===== config.mk =====
export PLATFORM = sky130hd
export DESIGN_NAME = dma_rpt_chan
export DESIGN_NICKNAME = d
export VERILOG_FILES = /design/src/rtl/dma_rpt_pkg.sv /design/src/rtl/dma_rpt_regs.sv /design/src/rtl/dma_rpt_seq.sv /design/src/rtl/dma_rpt_bus.sv /design/src/rtl/dma_rpt_chan.sv
export SDC_FILE = /design/constraint.sdc
export NUM_CORES = 1
export LEC_CHECK = 0
export ABC_AREA = 1
export ABC_CLOCK_PERIOD_IN_PS = 4400
export BUFFER_PORTS_ARGS = -buffer_cell sky130_fd_sc_hd__clkbuf_2
export CAP_MARGIN = 20
export CORE_UTILIZATION = 57
export CTS_CLUSTER_SIZE = 8
export DETAILED_ROUTE_END_ITERATION = 12
export MAX_ROUTING_LAYER = met4
export PLACE_DENSITY = 0.88
export SLEW_MARGIN = 20
export SYNTH_ARGS = -nofsm -noshare
export SYNTH_HDL_FRONTEND = slang
export SYNTH_SLANG_ARGS = --single-unit

===== constraint.sdc =====
create_clock -name clk -period 4.4 [get_ports clk]
set_input_delay 0.88 -clock clk [delete_from_list [all_inputs] [get_ports clk]]
set_output_delay 0.88 -clock clk [all_outputs]
set_load 0.05 [all_outputs]

===== src/rtl/dma_rpt_pkg.sv =====
package dma_rpt_pkg;

  typedef enum logic [1:0] {
    ST_IDLE = 2'd0,
    ST_RD   = 2'd1,
    ST_WR   = 2'd2
  } seq_state_e;

  // control word, bit 0 = ch_en ... bit 5 = dec
  typedef struct packed {
    logic dec;
    logic word;
    logic dir;
    logic end_ie;
    logic rpt_en;
    logic ch_en;
  } chan_ctrl_t;

  localparam logic [1:0] SEL_MAR  = 2'd0;
  localparam logic [1:0] SEL_IO   = 2'd1;
  localparam logic [1:0] SEL_CNT  = 2'd2;
  localparam logic [1:0] SEL_CTRL = 2'd3;

endpackage


===== src/rtl/dma_rpt_regs.sv =====
module dma_rpt_regs
  import dma_rpt_pkg::*;
#(
  parameter int AW  = 24,
  parameter int IOW = 16,
  parameter int CW  = 8
) (
  input  logic          clk,
  input  logic          rst_n,
  input  logic          cfg_we,
  input  logic [1:0]    cfg_sel,
  input  logic [AW-1:0] cfg_wdata,
  input  logic          commit,
  output logic [AW-1:0] mar_q,
  output logic [IOW-1:0] io_q,
  output logic [CW-1:0] cnt_q,
  output chan_ctrl_t    ctrl_q
);

  localparam int CTRL_W = $bits(chan_ctrl_t);

  logic [AW-1:0]  mar_d, start_q, start_d, step;
  logic [IOW-1:0] io_d;
  logic [CW-1:0]  cnt_d, rel_q, rel_d, cnt_dec;
  chan_ctrl_t     ctrl_d;

  always_comb begin
    mar_d   = mar_q;
    start_d = start_q;
    io_d    = io_q;
    cnt_d   = cnt_q;
    rel_d   = rel_q;
    ctrl_d  = ctrl_q;
    step    = ctrl_q.word ? AW'(2) : AW'(1);
    cnt_dec = cnt_q - CW'(1);
    if (commit) begin
      if (cnt_dec == '0) begin
        cnt_d = rel_q;
        mar_d = start_q;
      end else begin
        cnt_d = cnt_dec;
        mar_d = ctrl_q.dec ? (mar_q - step) : (mar_q + step);
      end
    end
    if (cfg_we) begin
      unique case (cfg_sel)
        SEL_MAR: begin
          mar_d   = cfg_wdata;
          start_d = cfg_wdata;
        end
        SEL_IO:  io_d = cfg_wdata[IOW-1:0];
        SEL_CNT: begin
          cnt_d = cfg_wdata[CW-1:0];
          rel_d = cfg_wdata[2*CW-1:CW];
        end
        default: ctrl_d = chan_ctrl_t'(cfg_wdata[CTRL_W-1:0]);
      endcase
    end
  end

  always_ff @(posedge clk or negedge rst_n) begin
    if (!rst_n) begin
      mar_q   <= '0;
      start_q <= '0;
      io_q    <= '0;
      cnt_q   <= '0;
      rel_q   <= '0;
      ctrl_q  <= '0;
    end else begin
      mar_q   <= mar_d;
      start_q <= start_d;
      io_q    <= io_d;
      cnt_q   <= cnt_d;
      rel_q   <= rel_d;
      ctrl_q  <= ctrl_d;
    end
  end


  cnt_step_chk: assert property (@(posedge clk) disable iff (!rst_n)
    (commit && !cfg_we) |=> ((cnt_q == $past(cnt_q) - CW'(1)) ||
                             ($past(cnt_q) == CW'(1) && cnt_q == $past(rel_q))));


  mar_hold_chk: assert property (@(posedge clk) disable iff (!rst_n)
    (!commit && !cfg_we) |=> $stable(mar_q));

endmodule


===== src/rtl/dma_rpt_seq.sv =====
module dma_rpt_seq
  import dma_rpt_pkg::*;
#(
  parameter int PEND_W = 4
) (
  input  logic clk,
  input  logic rst_n,
  input  logic active,
  input  logic xfer_req,
  output logic st_rd,
  output logic st_wr
);

  localparam logic [PEND_W-1:0] PEND_MAX = {PEND_W{1'b1}};

  seq_state_e       st_q, st_d;
  logic [PEND_W-1:0] pend_q, pend_d;
  logic             req_acc, commit;

  assign commit  = (st_q == ST_WR);
  assign req_acc = xfer_req && active && (pend_q != PEND_MAX);

  always_comb begin
    st_d = st_q;
    unique case (st_q)
      ST_IDLE: if (active && pend_q != '0) st_d = ST_RD;
      ST_RD:   st_d = ST_WR;
      default: st_d = ST_IDLE;
    endcase
  end

  always_comb begin
    pend_d = pend_q;
    if (req_acc && !commit)      pend_d = pend_q + PEND_W'(1);
    else if (!req_acc && commit) pend_d = pend_q - PEND_W'(1);
    if (st_q == ST_IDLE && !active) pend_d = '0;
  end

  always_ff @(posedge clk or negedge rst_n) begin
    if (!rst_n) begin
      st_q   <= ST_IDLE;
      pend_q <= '0;
    end else begin
      st_q   <= st_d;
      pend_q <= pend_d;
    end
  end

  assign st_rd = (st_q == ST_RD);
  assign st_wr = commit;


  pend_nonzero_chk: assert property (@(posedge clk) disable iff (!rst_n)
    (st_q == ST_WR) |-> (pend_q != '0));

endmodule


===== src/rtl/dma_rpt_bus.sv =====
module dma_rpt_bus
  import dma_rpt_pkg::*;
#(
  parameter int AW  = 24,
  parameter int IOW = 16,
  parameter int DW  = 16
) (
  input  logic           clk,
  input  logic           rst_n,
  input  logic           st_rd,
  input  logic           st_wr,
  input  logic           dir,
  input  logic           word,
  input  logic [AW-1:0]  mar,
  input  logic [IOW-1:0] io_lo,
  input  logic [DW-1:0]  rdata,
  output logic           bus_valid,
  output logic           bus_write,
  output logic           bus_word,
  output logic [AW-1:0]  bus_addr,
  output logic [DW-1:0]  bus_wdata
);

  localparam int PAGE_W = AW - IOW;

  logic [AW-1:0] mem_a, io_a, src_a, dst_a;
  logic [DW-1:0] data_q, data_d;
  logic          data_en;

  assign mem_a = word ? {mar[AW-1:1], 1'b0} : mar;
  assign io_a  = word ? {{PAGE_W{1'b1}}, io_lo[IOW-1:1], 1'b0}
                      : {{PAGE_W{1'b1}}, io_lo};
  assign src_a = dir ? io_a : mem_a;
  assign dst_a = dir ? mem_a : io_a;

  assign data_en = st_rd;
  assign data_d  = word ? rdata : {{(DW-8){1'b0}}, rdata[7:0]};

  always_ff @(posedge clk or negedge rst_n) begin
    if (!rst_n)       data_q <= '0;
    else if (data_en) data_q <= data_d;
  end

  assign bus_valid = st_rd | st_wr;
  assign bus_write = st_wr;
  assign bus_word  = word;
  assign bus_addr  = st_wr ? dst_a : src_a;
  assign bus_wdata = data_q;


  word_even_chk: assert property (@(posedge clk) disable iff (!rst_n)
    (bus_valid && bus_word) |-> (bus_addr[0] == 1'b0));


  io_page_chk: assert property (@(posedge clk) disable iff (!rst_n)
    (bus_valid && (bus_write ^ dir)) |-> (&bus_addr[AW-1:IOW]));

endmodule


===== src/rtl/dma_rpt_chan.sv =====
module dma_rpt_chan
  import dma_rpt_pkg::*;
#(
  parameter int AW     = 24,
  parameter int IOW    = 16,
  parameter int CW     = 8,
  parameter int DW     = 16,
  parameter int PEND_W = 4
) (
  input  logic          clk,
  input  logic          rst_n,
  input  logic          cfg_we,
  input  logic [1:0]    cfg_sel,
  input  logic [AW-1:0] cfg_wdata,
  input  logic          xfer_req,
  output logic          bus_valid,
  output logic          bus_write,
  output logic          bus_word,
  output logic [AW-1:0] bus_addr,
  output logic [DW-1:0] bus_wdata,
  input  logic [DW-1:0] bus_rdata,
  output logic          xfer_done,
  output logic [AW-1:0] cur_mar,
  output logic [CW-1:0] cur_count
);

  logic [1:0]     rst_sync_q;
  logic           rst_int_n;
  logic           st_rd, st_wr, active;
  logic [IOW-1:0] io_q;
  chan_ctrl_t     ctrl_q;

  always_ff @(posedge clk or negedge rst_n) begin
    if (!rst_n) rst_sync_q <= 2'b00;
    else        rst_sync_q <= {rst_sync_q[0], 1'b1};
  end
  assign rst_int_n = rst_sync_q[1];

  assign active = ctrl_q.ch_en & ctrl_q.rpt_en & ~ctrl_q.end_ie;

  dma_rpt_regs #(.AW(AW), .IOW(IOW), .CW(CW)) u_regs (
    .clk(clk), .rst_n(rst_int_n),
    .cfg_we(cfg_we), .cfg_sel(cfg_sel), .cfg_wdata(cfg_wdata),
    .commit(st_wr),
    .mar_q(cur_mar), .io_q(io_q), .cnt_q(cur_count), .ctrl_q(ctrl_q)
  );

  dma_rpt_seq #(.PEND_W(PEND_W)) u_seq (
    .clk(clk), .rst_n(rst_int_n),
    .active(active), .xfer_req(xfer_req),
    .st_rd(st_rd), .st_wr(st_wr)
  );

  dma_rpt_bus #(.AW(AW), .IOW(IOW), .DW(DW)) u_bus (
    .clk(clk), .rst_n(rst_int_n),
    .st_rd(st_rd), .st_wr(st_wr),
    .dir(ctrl_q.dir), .word(ctrl_q.word),
    .mar(cur_mar), .io_lo(io_q), .rdata(bus_rdata),
    .bus_valid(bus_valid), .bus_write(bus_write), .bus_word(bus_word),
    .bus_addr(bus_addr), .bus_wdata(bus_wdata)
  );

  assign xfer_done = st_wr;


  rd_then_wr_chk: assert property (@(posedge clk) disable iff (!rst_int_n)
    (bus_valid && !bus_write) |=> (bus_valid && bus_write));


  done_on_write_chk: assert property (@(posedge clk) disable iff (!rst_int_n)
    xfer_done |-> (bus_valid && bus_write));


  idle_when_off_chk: assert property (@(posedge clk) disable iff (!rst_int_n)
    (!active && !bus_valid) |=> !bus_valid);

endmodule


-- After elaboration in Yosys (flattened, before gate mapping)
Cells that the tools add are included.
- input port bits: 46
- bits in registers: 110
- output and inout bits: 76
- logic and storage cells: 71
- equality and inequality tests: 6
- add/sub/neg operators: 5
- bitwise logic cells: 5
- reductions and logical operators: 19
- mux-type cells: 21
- operator list (cell ; count):
    $mux 24 ; 8
    $mux 8 ; 4
    $add 24x2->24 ; 1
    $sub 24x2->24 ; 1
    $mux 16 ; 1
    $mux 4 ; 3
    $logic_not 8->1 ; 1
    $reduce_and 2->1 ; 4
    $sub 8x1->8 const B ; 1
    $logic_and 1x1->1 ; 6
    $add 4x1->4 const B ; 1
    $eq 2x1->1 const B ; 2
    $eq 2x2->1 const B ; 2
    $logic_not 2->1 ; 2
    $mux 2 ; 2
    $ne 4x4->1 const B ; 1
    $pmux 2 s2 ; 1
    $reduce_bool 4->1 ; 1
    $sub 4x1->4 const B ; 1
    $logic_not 1->1 ; 3
    $reduce_bool 3->1 ; 1
    $reduce_or 3->1 ; 1
    $and 1x1->1 ; 2
    $mux 1 ; 2
    other kinds (3) ; 4

-- Longest topological paths before layout
Gate-level depths: netlist of the first run.
- depth after elaboration: 9
- gate-level depth with buffers: 17
- depth with buffers taken out: 17

-- By module
A second synthesis of the first run with hierarchy kept.
- cell total of the unflattened synthesis: 1085
- area total of the unflattened synthesis: 7259.5 µm²
- by module, submodules not included (module ; seq. area each (µm²) ; times used ; area an instance (µm²) ; cells an instance):
    dma_rpt_regs ; 2152.1 ; 1 ; 5811.8 ; 888
    dma_rpt_bus ; 400.4 ; 1 ; 957.2 ; 142
    dma_rpt_seq ; 150.1 ; 1 ; 426.7 ; 50
    dma_rpt_chan ; 50.0 ; 1 ; 63.8 ; 5

-- Worst setup path after synthesis of the first run
No wires, ideal clock.
- path type: flip-flop to output port
- start: reg u_seq.st_q[0]
- end: out bus_addr[0]
- slack: 0.585 ns
- path buffers: 1
- data required time: 3.520 ns
- stages on the path, launching flop included: 9
- data arrival time: 2.935 ns
- path through: dfrtp_1 inv_1 ha_1 buf_2 inv_1 or2_1 nand2_1 inv_2 a211oi_1
- longest elaborated chain between the ends: 2
- ends and longest elaborated chain (what ; line ; RTL):
    start: declaration ; dma_rpt_seq.sv:16 ; seq_state_e st_q, st_d;
    start signal: assignment ; dma_rpt_seq.sv:44 ; st_q <= st_d;
    $eq 2x2->1 ; dma_rpt_seq.sv:20 ; assign commit = (st_q == ST_WR);
    net bus_write ; dma_rpt_chan.sv:17 ; output logic bus_write,
    $mux 24 ; dma_rpt_bus.sv:47 ; assign bus_addr = st_wr ? dst_a : src_a;
    end: declaration ; dma_rpt_chan.sv:19 ; output logic [AW-1:0] bus_addr,
The timed path passes the listed nets, and every way through them passes these cells.

-- Worst setup path after layout of the first run
- start: reg u_seq.st_q[0]
- end: out bus_addr[1]
- longest elaborated chain between the ends: 2
- ends and longest elaborated chain (what ; line):
    $eq 2x2->1 ; dma_rpt_seq.sv:20
    $mux 24 ; dma_rpt_bus.sv:47
No other way between the ends.

==> key figures, run 1 <==
Status
  • Status: completed

Power
  • Sw frac: 54.7%
  • P_int: 3.22 mW
  • Peak supply drop: 0.619 mV
  • Flop pwr share: 23.7%
  • Clock power share: 12.1%
  • PD cells: 837 nW/um^2
  • Switching Power: 3.88 mW
  • Leakage: 4.80 nW
  • Comb pwr share: 64.3%

GRT
  • Largest net degree at the start of global routing: 78
  • Initial antenna violation count: 0
  • Total GRT Usage: 32.1%
  • Vias in the first global route: 6803
  • First-pass GRT wire length: 31800 um
  • Global route overflow: 0

CTS
  • Clock sinks: 110
  • CTS clk-pin slew, worst paths: 0.08 ns
  • Num CTS Buffers: 9
  • Post-CTS Hold Fix Bufs: 0
  • Post-CTS Resized: 0
  • Clk_lat worst skew: 0.36 ns
  • Post-CTS setup buffer count: 0
  • Root buf cell: clkbuf_16
  • Maximum root-to-sink buffer count: 2
  • CTS tree: built
  • Htree depth: 3

Critical path
  • Buf/Inv on CP: 4
  • Reg2reg path depth: 12
  • Top Family by Delay on Critical Path: buffers and inverters
  • WP data arrival: 2.96 ns
  • Flop2flop setup slack: 1.66 ns
  • Reg-to-Reg Start: u_regs.ctrl_q[5]
  • Slowest cell delay on critical path: 0.41 ns
  • Worst EP required: 3.52 ns
  • Reg2reg end: u_regs.mar_q[17]
  • Crit Path Class: register to primary output
  • Crit start category: register
  • Worst setup EP type: primary output
  • Crit Path Max Fanout: 19
  • CP cell instances: inv_1 -> ha_1 -> inv_1 -> or2_1 -> nand2_1 -> buf_4 -> nand2_1 -> o21ai_0 -> buf_12
  • Slowest CP cell: dfrtp_1

Synth
  • YS warnings: 0
  • Share of the synthesized area in the top cell type: 37.8%
  • Seq/Total Area, Yosys: 37.8%
  • Syn Area/Cell: 6.94 sq um
  • Number of synthesized register bits: 110
  • Leading area contributor after synthesis: dfrtp_1
  • Synth Cell Area: 7270 sq um
  • Syn nets: 1128
  • Post-Syn Instances: 1048
  • Largest cells by area after synthesis: dfrtp_1, nand2_1, inv_1
  • Synth cell types: 40
  • Main synth FF type: dfrtp_1
  • Number of synthesized flops with an enable pin: 0
  • FFs w/ async S/R, synth: 100%

Routing
  • DR vias/cell: 5.39
  • Drt pass-1 iters: 5
  • Via count: 7143
  • Detail Route Antenna Nets: 0
  • Final wirelength: 19500 um
  • Avg WL per Cell: 14.7 um
  • DRT iter0 DRCs: 527
  • Residual DRC: 0

Place
  • Dpl cells: 1309
  • Placement-stage cell area: 8160 sq um
  • Hpwl dp: 14200 um
  • Number of I/O port buffers: 121
  • GP Congestion: 0.955

Finish
  • Fillers: 1009
  • ANT cells: 0
  • Fin area: 8490 sq um
  • P&R area growth vs syn: 16.7%
  • Count of non-filler cells in the finished layout: 1326
  • Layout cells sized above 1: 17.2%
  • Nets: 1233

Die
  • Die X-Extent: 115 um
  • Io pins: 122
  • Initial cell density of the core: 59.6%
  • Die area: 13200 sq um
  • CORE AREA: 12200 sq um
  • FP Rows: 40
  • Die height: 115 um

STA
  • Final clock skew: 0.00745 ns
  • Crit share post-route: 87.2%
  • Final Hold Fails: 0
  • Worst rel slew slack: 32.3%
  • Max Clock Freq: 261 MHz
  • # setup viols final: 0
  • Tightest Pin Transition: 1.01 ns
  • Crit path time final: 3.84 ns
  • RSZ-0062 raised after global routing: no
  • Final TNS setup: 0 ns
  • Max-slew violations: 0

Worst hold path
  • HP Class: input pin to async pin

Flow run
  • MaxCap Viol Count: 0
[worst register-to-register path, cell delays in order (launching register included)]
cell	delay (ns)
dfrtp_1	0.75
ha_1	0.57
nand2_1	0.12
nor2_1	0.27
nand3_1	0.13
nand3_1	0.18
nand2_1	0.12
nand3_1	0.08
nand3_1	0.15
nand2_1	0.11
nand2_1	0.05
nand2_1	0.05
nand2_1	0.05
[cell families (layout without fill, tap and decap cells)]
group | after synthesis | after routing | synth area share [%]
simple gates | 571 | 571 | 33.4
buf+inv | 198 | 308 | 11.1
compound gates | 111 | 111 | 8.41
flops | 110 | 110 | 37.8
fa+ha+maj | 34 | 34 | 6.06
xor+xnor | 13 | 13 | 1.67
mux | 10 | 10 | 1.55
other cells | 1 | 1 | 0.0516
[layer usage]
metal	GRT usage (%)	part of all wire, %	vias up	routed length (um)
met5	-	0	-	0
met4	15.2	3.3	0	647
met3	4.06	6.6	58	1300
met2	51.8	48	294	9280
met1	40.3	42	3343	8260
li1	-	-	3448	-
[flip-flops by register name, summed over array words and instances (netlist names)]
name and cells:
u_seq.st_q 2, u_regs.rel_q 8, u_bus.bus_wdata 16, u_regs.start_q 24
u_regs.io_q 16, u_regs.ctrl_q 6, u_regs.cnt_q 8, rst_sync_q 2
u_seq.pend_q 4, u_regs.mar_q 24
[area by class of cell]
cell class | count | area [sq um] | area share [%]
inverters | 164 | 616 | 7.25
flip-flops and latches | 110 | 2760 | 32.5
multi-input cells | 740 | 3720 | 43.8
repair buffers | 128 | 876 | 10.3
clock inverters | 7 | 88.8 | 1.05
clock buffers | 9 | 225 | 2.65
well taps | 168 | 210 | 2.48
[worst max path at each step]
stage / start / endpoint / slack [ns] / cells past startpoint
2_1_floorplan: u_seq.st_q[0] / bus_addr[0] / 0.58 / 8
3_3_place_gp: u_seq.st_q[0] / bus_addr[0] / 1.21 / 9
3_5_place_dp: u_seq.st_q[0] / bus_addr[0] / 1.08 / 9
4_1_cts: u_seq.st_q[0] / bus_addr[1] / 0.62 / 9
5_1_grt: u_seq.st_q[0] / bus_addr[1] / 0.43 / 8
6_report: u_seq.st_q[0] / bus_addr[1] / 0.56 / 9
[through the flow]
step                power [mW]  util (%)  setup slack [ns]  hold slack (ns)
detailed placement        6.20      66.8              1.08            0.342
global route              7.61      69.5             0.426            0.287
finish                    7.11      69.5             0.562            0.287
global placement          6.09      66.8              1.21            0.335
CTS                       7.08      69.4             0.618            0.285
floorplan                 4.98         -             0.585            0.331
[placed cells by master (no fill, tap or decap), drive strengths merged, types with 4 or more instances in the layout]
cell type  count
nand2        404
inv          167
clkbuf       116
dfrtp        110
o21ai         74
nand3         73
nor2          66
ha            32
a21oi         26
buf           21
xnor2         10
mux2          10
or2           10
nand4          8
a22oi          8
and2           4
[cell usage after synthesis, types with 3 or more instances]
cell type	count
dfrtp_1	110
nor2_1	57
nand2_2	11
nand2_1	391
nor2_2	3
inv_1	161
nand3_1	72
ha_1	32
nand3b_1	3
a21oi_1	26
mux2_2	10
buf_4	5
and2_1	4
o21ai_0	65
buf_6	3
xnor2_1	10
o21ai_1	9
inv_2	3
a22oi_2	6
or2_2	9
clkbuf_1	21
buf_2	3
nor2_4	5
nand4_1	8
[power by group through the flow]
stage	Clock, mW	Combinational (mW)	Sequential (mW)
global placement	0	4.41	1.68
CTS	0.861	4.55	1.67
finish	0.857	4.57	1.68
global route	0.909	4.98	1.72
floorplan	0	2.63	2.35
detailed placement	0	4.51	1.68
No activity file was read; power rests on OpenSTA's default activity.
==> run 2, diff against run 1 <==
--- a/config.mk
+++ b/config.mk
@@ -6,7 +6,7 @@
 export NUM_CORES = 1
 export LEC_CHECK = 0
 export ABC_AREA = 1
-export ABC_CLOCK_PERIOD_IN_PS = 4400
+export ABC_CLOCK_PERIOD_IN_PS = 3700
 export BUFFER_PORTS_ARGS = -buffer_cell sky130_fd_sc_hd__clkbuf_2
 export CAP_MARGIN = 20
 export CORE_UTILIZATION = 57
==> constraint.sdc (replaced) <==
create_clock -name clk -period 3.7 [get_ports clk]
set_input_delay 0.74 -clock clk [delete_from_list [all_inputs] [get_ports clk]]
set_output_delay 0.74 -clock clk [all_outputs]
set_load 0.05 [all_outputs]
==> run 2 against run 1 <==
Net effect:
- register-to-register slack worse by 0.70 ns
- sequential power up 19%
- final area about the same
- power up 18%
- largest cell class unchanged
- combinational power up 18%
- core utilization about the same
- sequential share of layout area about the same
- count of clock-buffer cells in the layout up 1
- clock power up 15%
==> key figures, run 2 (same netlist as run 1, synthesis figures left out) <==
Status
  • Status: completed

Power
  • Flop pwr share: 23.8%
  • Peak supply drop: 0.735 mV
  • Clock power share: 11.7%
  • Leakage: 4.80 nW
  • P_int: 3.79 mW
  • Sw frac: 54.8%
  • Comb pwr share: 64.4%
  • PD cells: 989 nW/um^2
  • Switching Power: 4.60 mW

CTS
  • Clk_lat worst skew: 0.37 ns
  • CTS clk-pin slew, worst paths: 0.08 ns
  • Post-CTS Resized: 0
  • Num CTS Buffers: 9
  • Maximum root-to-sink buffer count: 2
  • Post-CTS setup buffer count: 0
  • Post-CTS Hold Fix Bufs: 0
  • CTS tree: built
  • Clock sinks: 110
  • Root buf cell: clkbuf_16
  • Htree depth: 3

Critical path
  • Worst EP required: 2.96 ns
  • Slowest cell delay on critical path: 0.41 ns
  • WP data arrival: 2.73 ns
  • Reg2reg path depth: 14
  • Crit Path Class: register to primary output
  • Flop2flop setup slack: 0.96 ns
  • Reg2reg end: u_regs.mar_q[14]
  • CP cell instances: inv_1 -> ha_1 -> inv_1 -> buf_4 -> or2_1 -> nand2_1 -> inv_2 -> a211oi_1 -> buf_12
  • Crit start category: register
  • CP most frequent cell: inv_1
  • Reg-to-Reg Start: u_regs.ctrl_q[5]
  • Worst setup EP type: primary output
  • Slowest CP cell: dfrtp_1
  • Crit Path Max Fanout: 16

Finish
  • ANT cells: 0
  • Most common cell after layout, fill and taps aside: nand2_1
  • Fillers: 1028
  • Post-Route Utilization: 69.5%
  • Largest regs: u_regs.mar_q x24, u_regs.start_q x24
  • Most frequent cells in the layout: nand2_1, inv_1, dfrtp_1
  • Layout cells sized above 1: 17.3%
  • Nets: 1235
  • Sequential cell area: 2760 sq um
  • Footprint of the multi-input gates: 3720 sq um
  • P&R area growth vs syn: 16.6%

Routing
  • Residual DRC: 0
  • Drt pass-1 iters: 5
  • Final wirelength: 18900 um
  • Avg WL per Cell: 14.3 um
  • DRT iter0 DRCs: 641
  • Detail Route Antenna Nets: 0
  • DR vias/cell: 5.23
  • Via count: 6951

STA
  • Crit path time final: 3.47 ns
  • Crit share post-route: 93.7%
  • Final clock skew: 0.0105 ns
  • # setup viols final: 0
  • Max Clock Freq: 288 MHz
  • Final TNS setup: 0 ns
  • Worst rel slew slack: 33.0%
  • Max-slew violations: 0
  • RSZ-0062 raised after global routing: no
  • Tightest Pin Transition: 1.01 ns
  • Final Hold Fails: 0

Die
  • Die X-Extent: 115 um
  • Die area: 13200 sq um
  • Io pins: 122
  • CORE AREA: 12200 sq um
  • FP Rows: 40
  • Die height: 115 um
  • Initial cell density of the core: 59.6%

Flow run
  • MaxCap Viol Count: 0

Place
  • Number of I/O port buffers: 121
  • GP Congestion: 0.942
  • Hpwl dp: 14100 um

GRT
  • Global route overflow: 0
  • First-pass GRT wire length: 31100 um
  • Largest net degree at the start of global routing: 72
  • Total GRT Usage: 31.3%
  • Initial antenna violation count: 0
  • Vias in the first global route: 6607

Worst hold path
  • HP Class: input pin to async pin
-- run 2: metrics by stage --
stage	instances	total power, mW	hold WS, ns	setup slack [ns]	cell area [sq um]
finish	1328	8.39	0.143	0.232	8480
global placement	1312	7.25	0.338	0.740	8180
CTS	1328	8.38	0.137	0.249	8480
detailed placement	1312	7.36	0.341	0.663	8180
floorplan	1048	5.92	0.331	0.0249	7270
global route	1328	8.99	0.131	0.0461	8480
-- run 2: layout make-up --
class,instances,share of cell area (%)
well taps,168,2.48
multi-input cells,740,43.8
clock buffers,10,2.82
inverters,164,7.26
clock inverters,6,0.737
flip-flops and latches,110,32.5
repair buffers,130,10.4
-- run 2: power by group through the flow --
stage                     logic (mW)  clock network, mW  registers [mW]
after floorplan                 3.13                  0            2.79
after global placement          5.26                  0            1.99
after detailed placement        5.36                  0            2.01
after CTS                       5.40              0.994            1.99
after global routing            5.91               1.04            2.05
final                           5.40              0.985            2.00
-- run 2: critical path, delay by kind of cell, from the launching register on --
kind	cells	cell delay [ns]
buffers and inverters	5	0.79
AOI/OAI and AO/OA	1	0.39
DFF	1	0.41
adders and majority gates	1	0.19
and+or+nand+nor	2	0.57
-- run 2: worst max-delay path by stage --
stage | cells after the start | from | to
2_1_floorplan | 8 | u_seq.st_q[0] | bus_addr[0]
3_3_place_gp | 9 | u_seq.st_q[0] | bus_addr[0]
3_5_place_dp | 9 | u_seq.st_q[0] | bus_addr[0]
4_1_cts | 9 | u_seq.st_q[0] | bus_addr[0]
5_1_grt | 10 | u_seq.st_q[0] | bus_addr[1]
6_report | 9 | u_seq.st_q[0] | bus_addr[0]
-- run 2: per-layer routing --
| layer | routed length (um) | global-route usage, % | up-vias |
|---|---|---|---|
| met5 | 0 | - | - |
| met4 | 509 | 12.6 | 0 |
| met3 | 1130 | 5.17 | 47 |
| met2 | 9230 | 51.1 | 237 |
| met1 | 8060 | 38.8 | 3233 |
| li1 | - | - | 3434 |
